### src/rtl/hta_pkg.sv
package hta_pkg;
    typedef enum logic [1:0] {
        ST_IDLE  = 2'd0,
        ST_COUNT = 2'd1,
        ST_ALERT = 2'd2
    } hta_state_e;
endpackage

### src/rtl/hta_sat_counter.sv
module hta_sat_counter #(
    parameter int W = 8
) (
    input  logic         clk,
    input  logic         rst_n,
    input  logic         clr,
    input  logic         inc,
    output logic [W-1:0] cnt,
    output logic [W-1:0] cnt_plus
);
    localparam logic [W-1:0] CNT_MAX = {W{1'b1}};

    // next value if incremented, held at the ceiling
    always_comb begin
        if (cnt == CNT_MAX) cnt_plus = CNT_MAX;
        else                cnt_plus = cnt + {{(W-1){1'b0}}, 1'b1};
    end

    always_ff @(posedge clk or negedge rst_n) begin
        if (!rst_n)   cnt <= '0;
        else if (clr) cnt <= '0;
        else if (inc) cnt <= cnt_plus;
    end
endmodule

### src/rtl/hta_ctrl_fsm.sv
module hta_ctrl_fsm
    import hta_pkg::*;
#(
    parameter int W = 8
) (
    input  logic         clk,
    input  logic         rst_n,
    input  logic         pipe_en,
    input  logic         win_done,
    input  logic         win_fail,
    input  logic [W-1:0] thresh,
    input  logic [W-1:0] cnt_plus,
    input  logic         sts_now,
    input  logic         sts_w1c,
    output logic         cnt_clr,
    output logic         cnt_inc,
    output logic         fire,
    output logic         fail_seen,
    output logic         in_alert,
    output logic         in_count,
    output logic         alert_req
);
    hta_state_e state, state_nxt;
    logic       thresh_on;

    assign thresh_on = (thresh != '0);

    // transition and decode
    always_comb begin
        state_nxt = state;
        cnt_clr   = 1'b0;
        cnt_inc   = 1'b0;
        fire      = 1'b0;
        fail_seen = 1'b0;
        if (!pipe_en) begin
            state_nxt = ST_IDLE;
            cnt_clr   = 1'b1;
        end else begin
            unique case (state)
                ST_IDLE: begin
                    if (!sts_now || sts_w1c) state_nxt = ST_COUNT;
                end
                ST_COUNT: begin
                    if (win_done) begin
                        if (win_fail) begin
                            cnt_inc   = 1'b1;
                            fail_seen = 1'b1;
                            if (thresh_on && (cnt_plus >= thresh)) begin
                                fire      = 1'b1;
                                state_nxt = ST_ALERT;
                            end
                        end else begin
                            cnt_clr = 1'b1;
                        end
                    end
                end
                ST_ALERT: begin
                    if (win_done && win_fail) begin
                        cnt_inc   = 1'b1;
                        fail_seen = 1'b1;
                    end
                end
                default: state_nxt = ST_IDLE;
            endcase
        end
    end

    // state register
    always_ff @(posedge clk or negedge rst_n) begin
        if (!rst_n) state <= ST_IDLE;
        else        state <= state_nxt;
    end

    // registered outputs
    always_ff @(posedge clk or negedge rst_n) begin
        if (!rst_n) alert_req <= 1'b0;
        else        alert_req <= fire;
    end

    assign in_alert = (state == ST_ALERT);
    assign in_count = (state == ST_COUNT);
endmodule

### src/rtl/hta_status_bits.sv
module hta_status_bits (
    input  logic clk,
    input  logic rst_n,
    input  logic fire,
    input  logic sts_w1c,
    input  logic fail_seen,
    input  logic intr_w1c,
    output logic alert_sts,
    output logic intr_ht_fail
);
    // set wins over a same-cycle clear for both bits
    always_ff @(posedge clk or negedge rst_n) begin
        if (!rst_n) begin
            alert_sts    <= 1'b0;
            intr_ht_fail <= 1'b0;
        end else begin
            alert_sts    <= fire      | (alert_sts    & ~sts_w1c);
            intr_ht_fail <= fail_seen | (intr_ht_fail & ~intr_w1c);
        end
    end
endmodule

### src/rtl/health_alert_tracker.sv
module health_alert_tracker #(
    parameter int W = 8
) (
    input  logic         clk,
    input  logic         rst_n,
    input  logic         pipe_en,
    input  logic         win_done,
    input  logic         win_fail,
    input  logic [W-1:0] thresh,
    input  logic         sts_w1c,
    input  logic         intr_w1c,
    input  logic         seed_avail,
    output logic [W-1:0] fail_count,
    output logic         alert_active,
    output logic         alert_req,
    output logic         alert_sts,
    output logic         intr_ht_fail,
    output logic         seed_release
);
    logic [W-1:0] cnt_plus;
    logic         cnt_clr, cnt_inc, fire, fail_seen, in_count;

    hta_sat_counter #(.W(W)) u_cnt (
        .clk      (clk),
        .rst_n    (rst_n),
        .clr      (cnt_clr),
        .inc      (cnt_inc),
        .cnt      (fail_count),
        .cnt_plus (cnt_plus)
    );

    hta_ctrl_fsm #(.W(W)) u_fsm (
        .clk       (clk),
        .rst_n     (rst_n),
        .pipe_en   (pipe_en),
        .win_done  (win_done),
        .win_fail  (win_fail),
        .thresh    (thresh),
        .cnt_plus  (cnt_plus),
        .sts_now   (alert_sts),
        .sts_w1c   (sts_w1c),
        .cnt_clr   (cnt_clr),
        .cnt_inc   (cnt_inc),
        .fire      (fire),
        .fail_seen (fail_seen),
        .in_alert  (alert_active),
        .in_count  (in_count),
        .alert_req (alert_req)
    );

    hta_status_bits u_sts (
        .clk          (clk),
        .rst_n        (rst_n),
        .fire         (fire),
        .sts_w1c      (sts_w1c),
        .fail_seen    (fail_seen),
        .intr_w1c     (intr_w1c),
        .alert_sts    (alert_sts),
        .intr_ht_fail (intr_ht_fail)
    );

    assign seed_release = seed_avail & in_count;
endmodule

### config.mk
export PLATFORM = sky130hd
export DESIGN_NAME = health_alert_tracker
export DESIGN_NICKNAME = d
export VERILOG_FILES = /design/src/rtl/hta_pkg.sv /design/src/rtl/hta_sat_counter.sv /design/src/rtl/hta_ctrl_fsm.sv /design/src/rtl/hta_status_bits.sv /design/src/rtl/health_alert_tracker.sv
export SDC_FILE = /design/constraint.sdc
export NUM_CORES = 1
export LEC_CHECK = 0
export ABC_AREA = 1
export BUFFER_PORTS_ARGS = -buffer_cell sky130_fd_sc_hd__buf_2
export CORE_ASPECT_RATIO = 1.2
export CORE_MARGIN = 8
export CORE_UTILIZATION = 51
export DETAILED_ROUTE_END_ITERATION = 12
export PLACE_DENSITY_LB_ADDON = 0.08
export SLEW_MARGIN = 15
export SYNTH_ARGS = -nofsm -noshare
export SYNTH_HDL_FRONTEND = slang
export SYNTH_SLANG_ARGS = --single-unit
### constraint.sdc
create_clock -name clk -period 2.7 [get_ports clk]
set_input_delay 0.135 -clock clk [delete_from_list [all_inputs] [get_ports clk]]
set_output_delay 0.135 -clock clk [all_outputs]
set_load 0.01 [all_outputs]
==> tab_implementation.tex, run 1 <==
\begin{tabular}{lr}
\hline
Metric & Value \\
\hline
\multicolumn{2}{l}{\textbf{GRT}} \\
\quad GR Util All Layers & 14.0\% \\
\quad Antenna violations before repair & 0 \\
\quad Vias in the first global route & 1020 \\
\quad Wire length of the first global-routing pass & 4240 um \\
\quad Largest net degree at the start of global routing & 14 \\
\quad Overflow left after global routing & 0 \\
\multicolumn{2}{l}{\textbf{Setup path}} \\
\quad Data required time at the worst endpoint & 2.88 ns \\
\quad Cell mode on critical path & sky130\_fd\_sc\_hd\_\_nand2\_1 \\
\quad Cell at the slowest stage of the critical path & sky130\_fd\_sc\_hd\_\_dfrtp\_1 \\
\quad Data arrival time of the worst path & 2.62 ns \\
\quad Family with the most delay on the worst path & simple AND/OR/NAND/NOR gates \\
\quad Sort of element at the end of the critical path & register \\
\quad Sum of buffers and inverters on the critical path & 2 \\
\quad Register-to-register setup slack & 0.26 ns \\
\quad Critical-path maximum fanout & 6 \\
\quad R2r worst-path depth & 20 \\
\quad Critical path start-end classification & register to register \\
\quad Cells along the critical path & ha\_4, nand3\_2, inv\_2, nand3\_4, nor3\_4, nor2\_1, inv\_1, ha\_1, nand2\_1, nor2\_1, nor2\_1, nand2\_1, nand2\_1, nand2\_1, nand2\_2, nand2\_1, nand2\_2, nand2\_1, nand2\_1, nor2\_1 \\
\quad Biggest cell delay along the critical path & 0.45 ns \\
\quad R2r startpoint & u\_cnt.cnt[0]\$\_DFFE\_PN0P\_ \\
\quad Type of element launching the critical path & register \\
\quad End of the worst register-to-register path & u\_fsm.state[1]\$\_DFFE\_PN0P\_ \\
\multicolumn{2}{l}{\textbf{Floorplanning}} \\
\quad Die extent in y & 65.9 um \\
\quad Starting utilization of the core area & 52.8\% \\
\quad Die Outline Area & 3800 um2 \\
\quad Top-Level Pins & 29 \\
\quad Cell Rows & 18 \\
\quad Die width & 57.6 um \\
\quad Area of the core region & 2000 um2 \\
\multicolumn{2}{l}{\textbf{Min path}} \\
\quad Instance count along the most critical hold path & 2 \\
\quad Class of the tightest hold or removal check & input port to register \\
\quad Hold path endpoint & u\_sts.intr\_ht\_fail\$\_DFF\_PN0\_ \\
\quad Worst min-delay path startpoint & intr\_w1c \\
\multicolumn{2}{l}{\textbf{Route}} \\
\quad Total iterations of the first detailed-routing run & 4 \\
\quad Remaining design rule violation count & 0 \\
\quad Routed via count divided by cell count & 5.18 \\
\quad Detail-routed net length per standard cell & 12.6 um \\
\quad Total Routed Length & 2460 um \\
\quad Drt first-iter violations & 28 \\
\quad Routed via count & 1010 \\
\quad Post-route ant nets & 0 \\
\multicolumn{2}{l}{\textbf{Synthesis}} \\
\quad Synthesized-area fraction occupied by adder cells & 15.4\% \\
\quad Fraction of post-synthesis cell area in the top cell type by area & 30.7\% \\
\quad Area fraction in compound gates after synthesis & 12.6\% \\
\quad Synth Register Bits & 13 \\
\quad Synthesized area & 1060 um2 \\
\quad Yosys warning count & 0 \\
\quad Average instance area after synthesis & 7.51 um2 \\
\quad Number of cells produced by synthesis & 141 \\
\quad Top post-synthesis cells by area & sky130\_fd\_sc\_hd\_\_dfrtp\_1, sky130\_fd\_sc\_hd\_\_ha\_1, sky130\_fd\_sc\_hd\_\_inv\_1 \\
\quad Dominant cell type by area after synthesis & sky130\_fd\_sc\_hd\_\_dfrtp\_1 \\
\quad Post-synthesis simple-gate area fraction & 25.2\% \\
\quad Xor/xnor share of the synthesized area & 3.31\% \\
\quad Portion of the post-synthesis area used by sequential elements & 30.7\% \\
\quad Distinct cell type count of the synthesized netlist & 21 \\
\quad Proportion of synthesized area in mux cells & 0\% \\
\quad Largest family of logic cells by synthesized area & simple AND/OR/NAND/NOR gates \\
\quad Synth Net Count & 170 \\
\multicolumn{2}{l}{\textbf{Timing}} \\
\quad Slew @ Worst Pin & 0.486 ns \\
\quad Total Negative Setup Slacks & 0 ns \\
\quad Worst setup skew after layout & 0.00173 ns \\
\quad Setup Viol. Count Final & 0 \\
\quad Final count of hold timing violations & 0 \\
\quad Number of slew-limit violations in the final report & 0 \\
\quad Normalized max-slew margin & 67.5\% \\
\quad Clock period minus final worst setup slack & 2.44 ns \\
\quad Maximum clock rate & 0.409 GHz \\
\quad Period Utilization, post-route & 90.5\% \\
\multicolumn{2}{l}{\textbf{Cells and area}} \\
\quad Total inserted antenna cells & 0 \\
\quad Layout cells sized above 1 & 26.3\% \\
\quad Number of inserted filler cells in the final layout & 203 \\
\quad Number of standard cells in the final layout excluding fillers & 195 \\
\quad Area added between synthesis and finish & 21.7\% \\
\quad Fin util & 64.3\% \\
\quad Post-Layout Inst Area & 1290 um2 \\
\quad Post-layout net count & 205 \\
\multicolumn{2}{l}{\textbf{Power}} \\
\quad Static leakage & 0.780 nW \\
\quad Overall power after layout & 0.000582 W \\
\quad Max IR drop VDD & 379 uV \\
\quad Pwr dens & 452 nW/um2 \\
\multicolumn{2}{l}{\textbf{Clock network}} \\
\quad Maximum root-to-sink buffer count & 2 \\
\quad \# clock sinks & 13 \\
\quad Clock input transition at the sequential cells of the worst setup and hold paths & 0.08 ns \\
\quad Number of H-tree branching levels & 1 \\
\quad Root buffer selected by CTS & sky130\_fd\_sc\_hd\_\_clkbuf\_4 \\
\quad Clock insertion delay at the later pin of the skew report & 0.28 ns \\
\quad CTS tree & yes \\
\quad CTS Buf Count & 3 \\
\multicolumn{2}{l}{\textbf{Place}} \\
\quad Placed standard-cell area & 1220 um2 \\
\quad Cells after DPL & 189 \\
\quad Final RePlAce weighted congestion & 0.791 \\
\quad Number of buffers added on ports & 28 \\
\quad HPWL reported at the end of detailed placement & 1980 um \\
\multicolumn{2}{l}{\textbf{Job}} \\
\quad Count of max-cap constraint violations & 0 \\
\multicolumn{2}{l}{\textbf{Status}} \\
\quad Run status & completed \\
\hline
\end{tabular}
metal layers:
layer  up-vias  wire, um  GRT usage (%)
met4         0        37           4.70
li1        511         -              -
met1       465       903           12.8
met3         6       142           4.67
met5         -         0              0
met2        28      1370           27.8
timing repair:
| item | 4_1_cts | 5_1_grt |
|---|---|---|
| endpoints found under the hold margin | 13 | 0 |
| buffers inserted | 0 | 1 |
| hold buffers | 1 | 0 |
| resized for setup | 0 | 5 |
| endpoints found under the setup margin | 0 | 2 |
logic make-up (layout without fill, tap and decap cells):
logic type	count (synthesis)	in the layout
xor gates and xnor gates	4	4
AOI/OAI and AO/OA	18	18
DFF	13	13
and+or+nand+nor	57	57
buffers and inverters	36	70
adders and majority gates	13	13
registers in the layout, summed over array words and instances (netlist names):
signal / flops
u_sts.alert_sts: 1
u_fsm.state: 2
u_fsm.alert_req: 1
u_sts.intr_ht_fail: 1
u_cnt.cnt: 8
stage by stage:
stage / worst slack [ns] / hold slack [ns]
after global routing: -0.0121 / 0.0356
after CTS: 0.209 / 0.0250
after global placement: 0.278 / 0.0408
after floorplan: 0.471 / -0.161
after detailed placement: 0.242 / 0.0410
final: 0.258 / 0.0333
how the worst max path moves through the flow:
stage / startpoint / to / slack (ns) / cells after the start
floorplan: u_cnt.cnt[0]$_DFFE_PN0P_ / u_fsm.state[0]$_DFFE_PN0P_ / 0.47 / 20
global route: u_cnt.cnt[0]$_DFFE_PN0P_ / u_fsm.state[1]$_DFFE_PN0P_ / -0.01 / 20
global placement: u_cnt.cnt[0]$_DFFE_PN0P_ / u_fsm.state[1]$_DFFE_PN0P_ / 0.28 / 20
detailed placement: u_cnt.cnt[0]$_DFFE_PN0P_ / u_fsm.state[1]$_DFFE_PN0P_ / 0.24 / 20
CTS: u_cnt.cnt[0]$_DFFE_PN0P_ / u_fsm.state[1]$_DFFE_PN0P_ / 0.21 / 20
finish: u_cnt.cnt[0]$_DFFE_PN0P_ / u_fsm.state[1]$_DFFE_PN0P_ / 0.26 / 20
layout make-up:
cell class,instances,area (um2),area share (%)
flip-flops and latches,13,325,25.2
inverters,36,135,10.5
repair buffers,30,158,12.2
clock buffers,3,22.5,1.75
multi-input cells,92,618,48.0
clock inverters,1,5.00,0.388
well taps,20,25.0,1.94
where the power goes:
part | internal [W] | switching, W | total (W)
logic | 0.0000866 | 0.000145 | 0.000231
registers | 0.000212 | 0.0000148 | 0.000227
clock network | 0.0000551 | 0.0000686 | 0.000124
Yosys cell counts, drive strengths merged:
cell    count
o22ai       7
nand3       8
nor2       20
a31oi       1
o21ai       3
o21a        1
nand2      27
ha         13
a21oi       5
dfrtp      13
inv        36
nand4       1
o311ai      1
nor3        1
xor2        4
cells in the final DEF, fill, tap and decap left out:
cell / synthesis / routed
sky130_fd_sc_hd__ha_4: 0 / 1
sky130_fd_sc_hd__o21ai_1: 1 / 1
sky130_fd_sc_hd__clkbuf_4: 0 / 3
sky130_fd_sc_hd__clkinv_2: 0 / 1
sky130_fd_sc_hd__ha_1: 13 / 12
sky130_fd_sc_hd__nand2_2: 0 / 2
sky130_fd_sc_hd__a21oi_1: 4 / 4
sky130_fd_sc_hd__inv_1: 35 / 35
sky130_fd_sc_hd__o22ai_2: 1 / 1
sky130_fd_sc_hd__xor2_1: 4 / 4
sky130_fd_sc_hd__o22ai_1: 6 / 6
sky130_fd_sc_hd__nand3_4: 1 / 1
sky130_fd_sc_hd__buf_2: 0 / 28
sky130_fd_sc_hd__buf_4: 0 / 1
sky130_fd_sc_hd__dfrtp_1: 13 / 13
sky130_fd_sc_hd__o311ai_4: 1 / 1
sky130_fd_sc_hd__nor2_2: 0 / 1
sky130_fd_sc_hd__dlygate4sd3_1: 0 / 1
sky130_fd_sc_hd__nand2_1: 27 / 25
sky130_fd_sc_hd__o21ai_0: 2 / 2
sky130_fd_sc_hd__nor2_1: 20 / 19
sky130_fd_sc_hd__nand4_1: 1 / 1
sky130_fd_sc_hd__a31oi_1: 1 / 1
sky130_fd_sc_hd__nand3_2: 3 / 3
sky130_fd_sc_hd__a21oi_2: 1 / 1
sky130_fd_sc_hd__nand3_1: 4 / 4
sky130_fd_sc_hd__inv_2: 1 / 1
sky130_fd_sc_hd__nor3_4: 1 / 1
sky130_fd_sc_hd__o21a_1: 1 / 1
Note: power is estimated with default switching activity, not from simulation.
==> run 2: changes to the inputs <==
- CORE_UTILIZATION: 51 -> 40
- PLACE_DENSITY: default -> 0.7
- PLACE_DENSITY_LB_ADDON: 0.08 -> default
==> run 2 against run 1 <==
  * Fmax shrank 4.7%
  * Non-clock buffer count grew 11
  * Clock power about the same
  * Critical path depth decreased by 2
  * Critical endpoint is now u_fsm.state[0]$_DFFE_PN0P_
  * Largest cell class unchanged
  * Largest power group unchanged
  * Highest routed layer unchanged
==> tab_implementation.tex, run 2 (synthesized netlist as in run 1, its figures left out) <==
\begin{tabular}{lr}
\hline
Metric & Value \\
\hline
\multicolumn{2}{l}{\textbf{Setup path}} \\
\quad Sum of buffers and inverters on the critical path & 4 (+2) \\
\quad Family with the most delay on the worst path & simple AND/OR/NAND/NOR gates \\
\quad Critical path start-end classification & register to register \\
\quad Cell at the slowest stage of the critical path & sky130\_fd\_sc\_hd\_\_dfrtp\_1 \\
\quad R2r worst-path depth & 18 (-10\%) \\
\quad Critical-path maximum fanout & 6 (unchanged) \\
\quad Type of element launching the critical path & register \\
\quad Cells along the critical path & ha\_2, nand3\_2, inv\_2, nand3\_4, nor3\_4, buf\_4, nor2\_1, inv\_1, ha\_1, a21oi\_2, o21a\_1, nand2\_2, nand2\_2, nand2\_1, nand2\_2, buf\_4, nor2\_1, nor2\_1 \\
\quad Number of cells on the critical path & 18 (-10\%) \\
\quad Data required time at the worst endpoint & 2.91 ns (+0.03 ns) \\
\quad Data arrival time of the worst path & 2.77 ns (+0.15 ns) \\
\quad Biggest cell delay along the critical path & 0.40 ns (-0.05 ns) \\
\quad Sort of element at the end of the critical path & register \\
\multicolumn{2}{l}{\textbf{Cells and area}} \\
\quad Sequential cell area & 325 um2 (unchanged) \\
\quad Register containing the most flip-flops in the final layout & u\_cnt.cnt \\
\quad Area added between synthesis and finish & 32.5\% \\
\quad Number of flip-flops in the largest register & 8 (unchanged) \\
\quad Layout cells sized above 1 & 33.3\% (+7.0 points) \\
\quad Most common cell after layout, fill and taps aside & sky130\_fd\_sc\_hd\_\_inv\_1 \\
\quad Number of inserted filler cells in the final layout & 264 (+30\%) \\
\quad Most used cells in the layout excluding fill and tap cells & sky130\_fd\_sc\_hd\_\_inv\_1, sky130\_fd\_sc\_hd\_\_buf\_2, sky130\_fd\_sc\_hd\_\_nand2\_1, sky130\_fd\_sc\_hd\_\_nor2\_1, sky130\_fd\_sc\_hd\_\_dfrtp\_1 \\
\quad Registers with the most flip-flops & u\_cnt.cnt: 8 flops, u\_fsm.state: 2 flops \\
\quad Multi-input combinational cell area & 634 um2 (+2.6\%) \\
\quad Total inserted antenna cells & 0 (unchanged) \\
\quad Post-layout net count & 216 (+5.4\%) \\
\multicolumn{2}{l}{\textbf{Clock network}} \\
\quad CTS tree & yes \\
\quad CTS Buf Count & 3 (unchanged) \\
\quad Clock insertion delay at the later pin of the skew report & 0.28 ns (about the same) \\
\quad Number of H-tree branching levels & 1 (unchanged) \\
\quad Maximum root-to-sink buffer count & 2 (unchanged) \\
\quad Clock input transition at the sequential cells of the worst setup and hold paths & 0.09 ns (about the same) \\
\quad \# clock sinks & 13 (unchanged) \\
\quad Root buffer selected by CTS & sky130\_fd\_sc\_hd\_\_clkbuf\_4 \\
\multicolumn{2}{l}{\textbf{Timing}} \\
\quad Number of slew-limit violations in the final report & 0 (unchanged) \\
\quad Slew @ Worst Pin & 0.453 ns (-0.0327 ns) \\
\quad Final count of hold timing violations & 0 (unchanged) \\
\quad Normalized max-slew margin & 69.7\% (+2.2 points) \\
\quad Setup Viol. Count Final & 0 (unchanged) \\
\quad Period Utilization, post-route & 94.9\% (+4.4 points) \\
\quad Total Negative Setup Slacks & 0 ns (unchanged) \\
\quad Clock period minus final worst setup slack & 2.56 ns (+0.120 ns) \\
\quad Worst setup skew after layout & 0.00817 ns (+0.00644 ns) \\
\quad Maximum clock rate & 0.390 GHz (-4.7\%) \\
\multicolumn{2}{l}{\textbf{Floorplanning}} \\
\quad Die width & 63.0 um (+9.3\%) \\
\quad Die Outline Area & 4560 um2 (+20\%) \\
\quad Area of the core region & 2530 um2 (+26\%) \\
\quad Die extent in y & 72.4 um (+9.8\%) \\
\quad Cell Rows & 20 (+2) \\
\quad Top-Level Pins & 29 (unchanged) \\
\quad Starting utilization of the core area & 41.9\% (-11 points) \\
\multicolumn{2}{l}{\textbf{Min path}} \\
\quad Instance count along the most critical hold path & 2 (unchanged) \\
\quad Class of the tightest hold or removal check & input port to register \\
\multicolumn{2}{l}{\textbf{Power}} \\
\quad Switching power of the nets & 0.000239 W (+4.8\%) \\
\quad Pint & 0.000379 W (+7.2\%) \\
\quad Switching share of power & 38.6\% (-0.55 points) \\
\quad Logic gate share of total power & 43.1\% (+3.4 points) \\
\quad Clock network power share & 20.3\% (-1.0 points) \\
\quad Sequential fraction of design power & 36.6\% (-2.4 points) \\
\quad Pwr dens & 441 nW/um2 (-2.4\%) \\
\quad Static leakage & 0.830 nW (+6.3\%) \\
\quad Overall power after layout & 0.000618 W (+6.3\%) \\
\quad Max IR drop VDD & 376 uV (-0.68\%) \\
\multicolumn{2}{l}{\textbf{Place}} \\
\quad Final RePlAce weighted congestion & 0.819 (+3.5\%) \\
\quad HPWL reported at the end of detailed placement & 2130 um (+7.5\%) \\
\quad Number of buffers added on ports & 28 (unchanged) \\
\multicolumn{2}{l}{\textbf{Route}} \\
\quad Total Routed Length & 2720 um (+11\%) \\
\quad Drt first-iter violations & 30 (+7.1\%) \\
\quad Total iterations of the first detailed-routing run & 4 (unchanged) \\
\quad Detail-routed net length per standard cell & 12.4 um (-1.4\%) \\
\quad Routed via count divided by cell count & 4.70 (-9.2\%) \\
\quad Remaining design rule violation count & 0 (unchanged) \\
\quad Routed via count & 1030 (+2.0\%) \\
\quad Post-route ant nets & 0 (unchanged) \\
\multicolumn{2}{l}{\textbf{GRT}} \\
\quad Vias in the first global route & 1079 (+5.8\%) \\
\quad Largest net degree at the start of global routing & 14 (unchanged) \\
\quad Overflow left after global routing & 0 (unchanged) \\
\quad Wire length of the first global-routing pass & 4450 um (+5.1\%) \\
\quad Antenna violations before repair & 0 (unchanged) \\
\quad GR Util All Layers & 12.0\% (-2.0 points) \\
\multicolumn{2}{l}{\textbf{Job}} \\
\quad Count of max-cap constraint violations & 0 (unchanged) \\
\multicolumn{2}{l}{\textbf{Status}} \\
\quad Run status & completed \\
\hline
\end{tabular}
run 2: cell count changes in the layout (fill, tap and decap cells not counted), sizes merged:
cell / before / now
clkinv: 1 / 0
buf: 29 / 40
clkbuf: 3 / 4
run 2: repair_timing:
action,in CTS,in global routing
hold endpoints to repair,13,0
hold buffers,1,0
endpoints found under the setup margin,0,2
gates resized for setup,0,10
setup buffers,0,12
run 2: final timing paths:
path                                                start                            to  slack, ns
worst min-delay path                             intr_w1c  u_sts.intr_ht_fail$_DFF_PN0_       0.04
worst min register to register  u_sts.alert_sts$_DFF_PN0_     u_sts.alert_sts$_DFF_PN0_       0.51
worst max register to register   u_cnt.cnt[0]$_DFFE_PN0P_    u_fsm.state[0]$_DFFE_PN0P_       0.14
max in group asynchronous                           rst_n      u_cnt.cnt[1]$_DFFE_PN0P_       2.18
worst max-delay path             u_cnt.cnt[0]$_DFFE_PN0P_    u_fsm.state[0]$_DFFE_PN0P_       0.14
min in group asynchronous                           rst_n      u_cnt.cnt[7]$_DFFE_PN0P_       0.27
run 2: routing by layer:
| layer | track usage [%] | part of all wire [%] | vias to the layer above |
|---|---|---|---|
| met4 | 4.57 | 0.55 | 0 |
| li1 | - | - | 532 |
| met1 | 12.0 | 39 | 477 |
| met5 | 0 | 0 | - |
| met3 | 2.93 | 4.2 | 2 |
| met2 | 23.0 | 56 | 19 |
run 2: final cells by class:
class / instances / area share (%)
multi-input combinational: 92 / 45.2
sequential: 13 / 23.2
timing repair buffer: 41 / 17.1
inverter: 36 / 9.63
tap: 33 / 2.94
clock buffer: 4 / 1.87
run 2: metrics by stage:
step	hold slack [ns]	instances	worst slack [ns]	utilization, %	area [um2]
4_1_cts	0.0299	207	0.177	50.5	1280
3_5_place_dp	0.0544	202	0.197	49.1	1240
5_1_grt	0.0344	219	-0.0393	55.5	1400
3_3_place_gp	0.0478	202	0.292	49.1	1240
2_1_floorplan	-0.161	141	0.471	-	1060
6_report	0.0368	219	0.138	55.5	1400
run 2: power groups by stage:
stage	clock network (W)	registers, W	logic, W
5_1_grt	0.000139	0.000228	0.000301
4_1_cts	0.000130	0.000226	0.000233
6_report	0.000125	0.000226	0.000267
3_3_place_gp	0	0.000228	0.000219
2_1_floorplan	0	0.000229	0.000160
3_5_place_dp	0	0.000230	0.000229
